### src/rtl/sp24_pkg.sv
package sp24_pkg;

  localparam int unsigned SP_DATA_W = 16;
  localparam int unsigned SP_LANES  = 4;
  localparam int unsigned SP_KEEP   = 2;

  // Occupancy class of a dense group, brought out for checking.
  typedef enum logic [1:0] {
    CLS_EMPTY   = 2'd0,
    CLS_PARTIAL = 2'd1,
    CLS_FULL    = 2'd2,
    CLS_OVER    = 2'd3
  } sp24_class_e;

  function automatic sp24_class_e classify(input int unsigned nz_cnt,
                                           input int unsigned keep);
    if (nz_cnt == 0)         return CLS_EMPTY;
    else if (nz_cnt < keep)  return CLS_PARTIAL;
    else if (nz_cnt == keep) return CLS_FULL;
    else                     return CLS_OVER;
  endfunction

endpackage

### src/rtl/sp24_zero_detect.sv
module sp24_zero_detect #(
  parameter int unsigned DATA_W = sp24_pkg::SP_DATA_W,
  parameter int unsigned LANES  = sp24_pkg::SP_LANES
) (
  input  logic [LANES*DATA_W-1:0] group_i,
  output logic [LANES-1:0]        nz_o
);
  localparam int unsigned MAG_W = DATA_W - 1;

  // A lane is zero when exponent and mantissa are clear; sign is ignored.
  function automatic logic lane_nonzero(input logic [DATA_W-1:0] w);
    return (w[MAG_W-1:0] != '0);
  endfunction

  for (genvar l = 0; l < LANES; l++) begin : g_lane
    assign nz_o[l] = lane_nonzero(group_i[l*DATA_W +: DATA_W]);
  end
endmodule

### src/rtl/sp24_select.sv
module sp24_select
  import sp24_pkg::*;
#(
  parameter int unsigned DATA_W = SP_DATA_W,
  parameter int unsigned LANES  = SP_LANES,
  parameter int unsigned KEEP   = SP_KEEP
) (
  input  logic [LANES*DATA_W-1:0]          group_i,
  input  logic [LANES-1:0]                 nz_i,
  output logic [LANES-1:0]                 sel_o,
  output logic [KEEP*DATA_W-1:0]           vals_o,
  output logic [KEEP*$clog2(LANES)-1:0]    idx_o,
  output logic                             viol_o,
  output sp24_class_e                      cls_o
);
  localparam int unsigned IDX_W = $clog2(LANES);
  localparam int unsigned MAG_W = DATA_W - 1;
  localparam int unsigned CNT_W = $clog2(LANES + 1);

  function automatic logic [MAG_W-1:0] magnitude(input logic [DATA_W-1:0] w);
    return w[MAG_W-1:0];
  endfunction

  logic [CNT_W-1:0] nz_cnt;
  assign nz_cnt = CNT_W'($countones(nz_i));
  assign cls_o  = classify(int'(nz_cnt), KEEP);
  assign viol_o = (cls_o == CLS_OVER);

  // Rank network: a lane is kept when fewer than KEEP lanes outrank it.
  // Larger magnitude outranks; on equal magnitude the lower lane outranks.
  // Zero lanes have magnitude 0, so padding falls on the lowest zero lanes.
  for (genvar i = 0; i < LANES; i++) begin : g_rank
    logic [LANES-1:0] beaten_by;
    for (genvar j = 0; j < LANES; j++) begin : g_cmp
      if (j == i) begin : g_self
        assign beaten_by[j] = 1'b0;
      end else if (j < i) begin : g_lower
        assign beaten_by[j] =
          magnitude(group_i[j*DATA_W +: DATA_W]) >= magnitude(group_i[i*DATA_W +: DATA_W]);
      end else begin : g_upper
        assign beaten_by[j] =
          magnitude(group_i[j*DATA_W +: DATA_W]) > magnitude(group_i[i*DATA_W +: DATA_W]);
      end
    end
    assign sel_o[i] = ($countones(beaten_by) < KEEP);
  end

  // Compact kept lanes into slots in ascending lane order; zeros canonical.
  always_comb begin
    int slot;
    vals_o = '0;
    idx_o  = '0;
    slot   = 0;
    for (int i = 0; i < LANES; i++) begin
      if (sel_o[i] && slot < KEEP) begin
        vals_o[slot*DATA_W +: DATA_W] = nz_i[i] ? group_i[i*DATA_W +: DATA_W] : '0;
        idx_o[slot*IDX_W +: IDX_W]    = IDX_W'(i);
        slot = slot + 1;
      end
    end
  end
endmodule

### src/rtl/sp24_out_stage.sv
module sp24_out_stage #(
  parameter int unsigned PW = 37
) (
  input  logic          clk,
  input  logic          rst_n,
  input  logic          in_valid,
  output logic          in_ready,
  input  logic [PW-1:0] in_data,
  output logic          out_valid,
  input  logic          out_ready,
  output logic [PW-1:0] out_data
);
  logic          vld_q;
  logic [PW-1:0] data_q;

  assign in_ready  = !vld_q || out_ready;
  assign out_valid = vld_q;
  assign out_data  = data_q;

  always_ff @(posedge clk) begin
    if (!rst_n) begin
      vld_q  <= 1'b0;
      data_q <= '0;
    end else begin
      if (in_ready) vld_q <= in_valid;
      if (in_valid && in_ready) data_q <= in_data;
    end
  end
endmodule

### src/rtl/sp24_expand.sv
module sp24_expand #(
  parameter int unsigned DATA_W = sp24_pkg::SP_DATA_W,
  parameter int unsigned LANES  = sp24_pkg::SP_LANES,
  parameter int unsigned KEEP   = sp24_pkg::SP_KEEP
) (
  input  logic [KEEP*DATA_W-1:0]        vals_i,
  input  logic [KEEP*$clog2(LANES)-1:0] idx_i,
  output logic [LANES*DATA_W-1:0]       group_o
);
  localparam int unsigned IDX_W = $clog2(LANES);

  for (genvar l = 0; l < LANES; l++) begin : g_lane
    always_comb begin
      group_o[l*DATA_W +: DATA_W] = '0;
      for (int s = 0; s < KEEP; s++) begin
        if (idx_i[s*IDX_W +: IDX_W] == IDX_W'(l))
          group_o[l*DATA_W +: DATA_W] = vals_i[s*DATA_W +: DATA_W];
      end
    end
  end
endmodule

### src/rtl/sp24_codec.sv
module sp24_codec
  import sp24_pkg::*;
#(
  parameter int unsigned DATA_W = SP_DATA_W,
  parameter int unsigned LANES  = SP_LANES,
  parameter int unsigned KEEP   = SP_KEEP
) (
  input  logic                          clk,
  input  logic                          rst_n,
  input  logic                          in_valid,
  output logic                          in_ready,
  input  logic [LANES*DATA_W-1:0]       in_group,
  output logic                          out_valid,
  input  logic                          out_ready,
  output logic [KEEP*DATA_W-1:0]        out_vals,
  output logic [KEEP*$clog2(LANES)-1:0] out_idx,
  output logic                          out_viol,
  input  logic [KEEP*DATA_W-1:0]        exp_vals,
  input  logic [KEEP*$clog2(LANES)-1:0] exp_idx,
  output logic [LANES*DATA_W-1:0]       exp_group
);
  localparam int unsigned IDX_W = $clog2(LANES);
  localparam int unsigned MAG_W = DATA_W - 1;
  localparam int unsigned PW    = KEEP*DATA_W + KEEP*IDX_W + 1;

  // Named internal events for the checks below.
  logic [LANES-1:0]       lane_nz;
  logic [LANES-1:0]       lane_sel;
  logic [KEEP*DATA_W-1:0] pk_vals;
  logic [KEEP*IDX_W-1:0]  pk_idx;
  logic                   pk_viol;
  sp24_class_e            pk_cls;
  logic [PW-1:0]          st_out;
  logic                   take_in;
  logic                   give_out;

  sp24_zero_detect #(.DATA_W(DATA_W), .LANES(LANES)) u_zero (
    .group_i (in_group),
    .nz_o    (lane_nz)
  );

  sp24_select #(.DATA_W(DATA_W), .LANES(LANES), .KEEP(KEEP)) u_sel (
    .group_i (in_group),
    .nz_i    (lane_nz),
    .sel_o   (lane_sel),
    .vals_o  (pk_vals),
    .idx_o   (pk_idx),
    .viol_o  (pk_viol),
    .cls_o   (pk_cls)
  );

  sp24_out_stage #(.PW(PW)) u_stage (
    .clk       (clk),
    .rst_n     (rst_n),
    .in_valid  (in_valid),
    .in_ready  (in_ready),
    .in_data   ({pk_viol, pk_idx, pk_vals}),
    .out_valid (out_valid),
    .out_ready (out_ready),
    .out_data  (st_out)
  );

  assign out_vals = st_out[KEEP*DATA_W-1:0];
  assign out_idx  = st_out[KEEP*DATA_W +: KEEP*IDX_W];
  assign out_viol = st_out[PW-1];

  sp24_expand #(.DATA_W(DATA_W), .LANES(LANES), .KEEP(KEEP)) u_exp (
    .vals_i  (exp_vals),
    .idx_i   (exp_idx),
    .group_o (exp_group)
  );

  assign take_in  = in_valid && in_ready;
  assign give_out = out_valid && out_ready;

  // a stalled output keeps its contents
  p_hold_r1: assert property (@(posedge clk) disable iff (!rst_n)
    (out_valid && !out_ready) |=> (out_valid && $stable(out_vals) && $stable(out_idx) && $stable(out_viol)));

  // an accepted group is presented from the next edge on
  p_accept_r10: assert property (@(posedge clk) disable iff (!rst_n)
    take_in |=> out_valid);

  // the rank network always keeps exactly KEEP lanes
  p_slots_r3: assert property (@(posedge clk) disable iff (!rst_n)
    $countones(lane_sel) == KEEP);

  // without a violation no non-zero lane is dropped
  p_keep_nz_r4: assert property (@(posedge clk) disable iff (!rst_n)
    !pk_viol |-> ((lane_nz & ~lane_sel) == '0));

  // under a violation only non-zero lanes are kept
  p_over_r7: assert property (@(posedge clk) disable iff (!rst_n)
    pk_viol |-> ((lane_sel & ~lane_nz) == '0));

  for (genvar s = 0; s < KEEP; s++) begin : g_slot_chk
    // emitted zeros carry no sign bit
    p_canon_r2: assert property (@(posedge clk) disable iff (!rst_n)
      (out_valid && out_vals[s*DATA_W +: MAG_W] == '0) |-> (out_vals[s*DATA_W +: DATA_W] == '0));
    if (s > 0) begin : g_order
      // slot lane numbers strictly ascending
      p_order_r3: assert property (@(posedge clk) disable iff (!rst_n)
        out_valid |-> (out_idx[(s-1)*IDX_W +: IDX_W] < out_idx[s*IDX_W +: IDX_W]));
    end
  end

  // a slot value that is non-zero shows up in its named lane
  for (genvar s = 0; s < KEEP; s++) begin : g_exp_chk
    p_place_r8: assert property (@(posedge clk) disable iff (!rst_n)
      (exp_idx != '0 && exp_vals[s*DATA_W +: DATA_W] != '0 && (s == KEEP-1 ||
        exp_idx[s*IDX_W +: IDX_W] != exp_idx[(KEEP-1)*IDX_W +: IDX_W]))
      |-> (exp_group[exp_idx[s*IDX_W +: IDX_W]*DATA_W +: DATA_W] == exp_vals[s*DATA_W +: DATA_W]));
  end

  logic unused_evt;
  assign unused_evt = give_out ^ (pk_cls == CLS_EMPTY);
endmodule

### config.mk
export PLATFORM = sky130hd
export DESIGN_NAME = sp24_codec
export DESIGN_NICKNAME = d
export VERILOG_FILES = /design/src/rtl/sp24_pkg.sv /design/src/rtl/sp24_zero_detect.sv /design/src/rtl/sp24_select.sv /design/src/rtl/sp24_out_stage.sv /design/src/rtl/sp24_expand.sv /design/src/rtl/sp24_codec.sv
export SDC_FILE = /design/constraint.sdc
export NUM_CORES = 1
export LEC_CHECK = 0
export CORE_MARGIN = 2
export CORE_UTILIZATION = 60
export DETAILED_ROUTE_END_ITERATION = 8
export DONT_BUFFER_PORTS = 1
export PLACE_DENSITY = 0.79
export SETUP_SLACK_MARGIN = 0.3
export SLEW_MARGIN = 30
export SYNTH_ARGS = -nofsm -noshare
export SYNTH_HDL_FRONTEND = slang
export SYNTH_SLANG_ARGS = --single-unit
### constraint.sdc
create_clock -name clk -period 15.1 [get_ports clk]
set_input_delay 3.02 -clock clk [delete_from_list [all_inputs] [get_ports clk]]
set_output_delay 3.02 -clock clk [all_outputs]
set_load 0.1 [all_outputs]
# Word level (Yosys, flattened, before mapping)
# Index checks and enable logic that the tools add are counted.
[word_totals]
input_bits = 104
regBits = 38
[op_classes]
bitwise = 1
mux = 30
n_addsub = 19
n_lt_le_gt_ge = 20
n_reduce_logical = 13
n_shift = 12
eq_ne = 8
[ops]
columns = ["op", "count"]
rows = [
  ["16-bit 2-to-1 mux", 13],
  ["32-bit by 2-bit less-than comparator with 1-bit output, second input constant", 6],
  ["32-bit 2-to-1 mux", 5],
  ["32-bit negation with 34-bit output", 4],
  ["16-bit by 34-bit variable shift with 32-bit output, first input constant", 3],
  ["2-bit by 34-bit variable shift with 4-bit output, first input constant", 3],
  ["16-bit by 34-bit indexed part select with 32-bit output", 3],
  ["2-bit by 34-bit indexed part select with 4-bit output, first input constant", 3],
  ["32-bit bitwise mux", 3],
  ["15-bit greater-or-equal comparator", 6],
  ["15-bit > comparator", 6],
  ["1-bit by 32-bit adder with 32-bit output", 2],
  ["32-bit by 1-bit adder with 32-bit output", 2],
  ["15-bit nonzero test", 4],
  ["2-bit negation with 34-bit output", 1],
  ["5-bit negation with 34-bit output", 1],
  ["32-bit by 2-bit adder with 32-bit output, second input constant", 1],
  ["1-bit by 1-bit adder with 2-bit output", 6],
  ["4-bit 2-to-1 mux", 3],
  ["2-bit equality test, second input constant", 5],
  ["4-bit bitwise mux", 2],
  ["4-bit bitwise AND", 1],
  ["2-bit by 1-bit equality test with 1-bit output, second input constant", 2],
  ["1-bit logical AND", 4],
  ["other kinds (11)", 14],
]

# Longest topological paths before layout
[logic_depth]
ltp_word = 15
depth_mapped = 29

# By module
# From an unflattened synthesis, not the netlist that was laid out.
[unflattened]
cells_unflattened = 862
area_unflattened_um2 = 6640.1
[by_module_without_submodules]
columns = ["mod", "seq_area_each_um2", "cells_per_inst", "area_per_inst_um2", "n_inst"]
rows = [
  ["sp24_select", 0.0, 496, 3619.7, 1],
  ["sp24_out_stage", 760.7, 165, 1557.7, 1],
  ["sp24_expand", 0.0, 181, 1342.5, 1],
  ["sp24_zero_detect", 0.0, 20, 120.1, 1],
]

# Worst setup path before layout
# No wires, ideal clock.
[synth_path]
path_kind = "input port to output port"
from = "in exp_idx[2]"
to = "out exp_group[21]"
t_required_ns = 12.080
n_path_buf = 2
path_stages = 5
path_slack_ns = 7.174
arrival_ns = 4.906
path_cell_list = "nor2b_1 -> clkbuf_1 -> nor3b_1 -> clkbuf_1 -> a22o_1"
[synth_via]
elab_chain_len = 2
[synth_lines]
columns = ["element", "line_no", "text"]
rows = [
  ["start: declaration", "sp24_codec.sv:19", "input logic [KEEP*$clog2(LANES)-1:0] exp_idx,"],
  ["2-bit by 1-bit equality test with 1-bit output", "sp24_expand.sv:16", "if (idx_i[s*IDX_W +: IDX_W] == IDX_W'(l))"],
  ["16-bit 2-to-1 mux", "sp24_expand.sv:16", ""],
  ["end: declaration", "sp24_codec.sv:20", "output logic [LANES*DATA_W-1:0] exp_group"],
]
# No other way between the ends.

# Worst setup path in the final report
[layout_path]
from = "in in_group[1]"
to = "reg u_stage.data_q[15], in the netlist u_stage.out_data[15]"
[layout_via]
elab_chain_len = 15
word_cells_on_any_way = 46
cone_classes = "add/sub: 12; order compare: 13; shift: 6; mux: 11; reduce/logical: 4"
[layout_lines]
columns = ["element", "line_no", "text"]
rows = [
  ["start: declaration", "sp24_codec.sv:12", "input logic [LANES*DATA_W-1:0] in_group,"],
  ["15-bit > comparator", "sp24_select.sv:42", "magnitude(group_i[j*DATA_W +: DATA_W]) > magnitude(group_i[i*DATA_W +: DATA_W]);"],
  ["1-bit by 1-bit adder with 2-bit output (implied by the code)", "sp24_select.sv:45", "assign sel_o[i] = ($countones(beaten_by) < KEEP);"],
  ["1-bit by 32-bit adder with 32-bit output (implied by the code)", "sp24_select.sv:45", ""],
  ["32-bit by 2-bit less-than comparator with 1-bit output", "sp24_select.sv:45", ""],
  ["1-bit 2-to-1 mux", "sp24_select.sv:55", "if (sel_o[i] && slot < KEEP) begin"],
  ["1-bit by 2-bit less-than comparator with 1-bit output", "sp24_select.sv:55", ""],
  ["1-bit logical AND", "sp24_select.sv:55", ""],
  ["32-bit 2-to-1 mux", "sp24_select.sv:55", ""],
  ["32-bit by 2-bit less-than comparator with 1-bit output", "sp24_select.sv:55", ""],
  ["1-bit logical AND", "sp24_select.sv:55", ""],
  ["32-bit 2-to-1 mux", "sp24_select.sv:55", ""],
  ["32-bit negation with 34-bit output", "sp24_select.sv:56", "vals_o[slot*DATA_W +: DATA_W] = nz_i[i] ? group_i[i*DATA_W +: DATA_W] : '0;"],
  ["16-bit by 34-bit indexed part select with 32-bit output or 16-bit by 34-bit variable shift with 32-bit output (tied branches)", "sp24_select.sv:56", ""],
  ["32-bit bitwise mux", "sp24_select.sv:56", ""],
  ["32-bit 2-to-1 mux (*)", "sp24_select.sv:55", ""],
  ["end signal: assignment", "sp24_out_stage.sv:26", "if (in_valid && in_ready) data_q <= in_data;"],
  ["end: declaration", "sp24_out_stage.sv:14", "logic [PW-1:0] data_q;"],
]
# Mark *: on every way between the ends. The rest lies on a longest branch, timed or not.
# A chain may end at the register's enable or synchronous reset.

==> flow_metrics.env <==
export IMPL_pwr_density_cell_nw_per_um2=101
export IMPL_hold_path_class="register to register"
export IMPL_worstMarginPinSlew_ps=1010
export IMPL_grt_ovfl_total=0
export IMPL_wl_per_cell_um=25.1
export IMPL_ys_ff_latch=38
export IMPL_power_static_leakage_nw=2.40
export IMPL_dieHeight_um=99.3
export IMPL_layout_nets=836
export IMPL_synth_cell_type_count=66
export IMPL_vias_per_cell=7.64
export IMPL_chipWidth_um=99.3
export IMPL_fin_ws_ps=7050
export IMPL_gr_usage_all_layers_pct=36.1
export IMPL_top_level_ports=207
export IMPL_power_mw=0.563
export IMPL_grt_pass1_wl_mm=28.5
export IMPL_yosysMostFrequentCell="ha_1"
export IMPL_cts_tree="done"
export IMPL_syn_nets=862
export IMPL_cts_root_buffer_cell="clkbuf_8"
export IMPL_syn_avg_cell_area_um2=8.29
export IMPL_grt_max_degree=57
export IMPL_synth_area_leaders="ha_1, dfxtp_1, a22o_1"
export IMPL_setup_viol=0
export IMPL_ys_seq_area_share_pct=14.0
export IMPL_final_cells=739
export IMPL_synth_edf_count=0
export IMPL_grt_pass1_vias=5614
export IMPL_ir_worst_vdd_uv=82.0
export IMPL_ant_nets=0
export IMPL_syn_cell_area_um2=5450
export IMPL_synth_warnings=0
export IMPL_ctsHoldBuffers=0
export IMPL_finClkSkew_ps=2.15
export IMPL_area_growth_pct=1.91
export IMPL_hold_ws_ps=968
export IMPL_fmax_ghz=0.124
export IMPL_async_flop_share_pct=0
export IMPL_htree_levels=2
export IMPL_synth_top_flop_cell="dfxtp_1"
export IMPL_max_slew_margin_rel_pct=32.3
export IMPL_fp_coreArea_um2=8760
export IMPL_cts_buffers=5
export IMPL_clk_pin_slew_ps=70
export IMPL_cts_resized=0
export IMPL_startpoint_type="primary input"
export IMPL_crit_fanout=33
export IMPL_status="complete, no violations"
export IMPL_dpl_cell_area_um2=5450
export IMPL_gp_congestion=0.984
export IMPL_maxCapViolCount=0
export IMPL_start_util_pct=62.2
export IMPL_fin_util_pct=63.3
export IMPL_clock_sinks=38
export IMPL_cp_arrival_ps=8260
export IMPL_hold_viol=0
export IMPL_finalCritPeriodShare_pct=53.3
export IMPL_netlist_top_cells_count="ha_1, a22o_1, inv_1"
export IMPL_antenna_cells=0
export IMPL_antenna_found_initial=0
export IMPL_synth_cells=657
export IMPL_vias=5649
export IMPL_die_area_um2=9860
export IMPL_wl_mm=18.6
export IMPL_first_pass_iters=8
export IMPL_clock_path_buffers=2
export IMPL_final_area_um2=5550
export IMPL_synth_top_cell_area_share_pct=23.0
export IMPL_dp_cells=732
export IMPL_drt_iter0_markers=559
export IMPL_portBuffers=0
export IMPL_std_cell_rows=34
export IMPL_yosysTopAreaCell="ha_1"
export IMPL_criticalPathCategory="primary input to register"
export IMPL_drive_gt1_share_pct=6.81
export IMPL_dp_hpwl_mm=15.0
export IMPL_tns_ps=0
export IMPL_post_route_drc_count=0
export IMPL_rsz0062_at_grt="no"
export IMPL_place_ws_ps=6820
export IMPL_min_period_ps=8050
export IMPL_post_cts_setup_buffers=0
export IMPL_required_ps=15320
export IMPL_end_kind="register"
export IMPL_insertion_delay_ps=290
export IMPL_drv_slew=0
-- logic make-up (layout without fill, tap and decap cells) --
kind of cell / after synthesis / after routing / synth area share, %
xor+xnor: 2 / 2 / 0.459
flops: 38 / 38 / 14.0
simple gates: 181 / 181 / 19.8
compound gates: 232 / 232 / 34.3
other cells: 1 / 1 / 0.0688
mux: 1 / 1 / 0.184
buf+inv: 100 / 74 / 7.74
fa+ha+maj: 102 / 102 / 23.5
-- area by class of cell --
cell class | instances | area (µm²)
flip-flops and latches | 38 | 761
multi-input cells | 519 | 4310
fillers | 778 | 3210
well taps | 108 | 135
repair buffers | 5 | 37.5
clock buffers | 7 | 76.3
inverters | 62 | 233
-- where the power goes --
group,internal (mW),switching (mW),leakage (nW)
Clock,0.0318,0.0334,0.0383
Sequential,0.112,0.0937,0.312
Combinational,0.0863,0.206,2.05
Total,0.230,0.333,2.40
-- metal layers --
layer | part of all wire, % | wire (µm) | track usage [%]
met2 | 50 | 9280 | 65.2
met1 | 35 | 6450 | 39.3
met4 | 5.2 | 972 | 17.8
met5 | 0 | 0 | 0
met3 | 10 | 1850 | 8.64
-- worst max-delay path: stages --
cell and delay (ps):
inv_1 50, ha_1 300, nor2b_1 130, o21a_1 170, o21a_1 170, o21a_1 170, o21a_1 170, o21ai_0 150
a21oi_1 110, o31a_1 250, ha_1 230, nor4_1 280, a21bo_2 450, inv_2 80, ha_1 480, xor2_1 210
ha_1 170, inv_1 40, ha_1 330, nor3b_1 240, o2111ai_1 170, nor4b_2 280, a31oi_2 50, buf_4 250
o21ai_0 170, o21bai_1 120
-- state kept, by name (all words and copies together), names as in the netlist --
signal	cells
u_stage.out_data	37
u_stage.out_valid	1
-- path summary, 6_finish.rpt --
check | from | endpoint | slack (ps) | depth (start not counted)
worst min-delay path | u_stage.out_data[11] | u_stage.out_data[11] | 970 | 2
worst min register to register | u_stage.out_data[11] | u_stage.out_data[11] | 970 | 2
worst max register to register | u_stage.out_valid | u_stage.out_data[16] | 11770 | 4
worst max-delay path | in_group[1] | u_stage.out_data[15] | 7050 | 26
-- cells in the final DEF (no fill, tap or decap), types with 4 or more instances in the layout --
master,count
a21o_1,14
a21oi_1,33
a222oi_1,15
a22o_1,64
a22oi_1,15
and2_1,4
buf_4,5
clkbuf_8,5
dfxtp_1,38
ha_1,100
inv_1,61
nand2_1,22
nand3_1,56
nand3b_1,18
nand4_1,19
nor2_1,7
nor2b_1,9
nor3_1,7
nor4_1,17
o211ai_1,15
o21a_1,19
o21ai_0,18
o221ai_1,10
o221ai_2,5
Power figures use the tool's default switching activity.
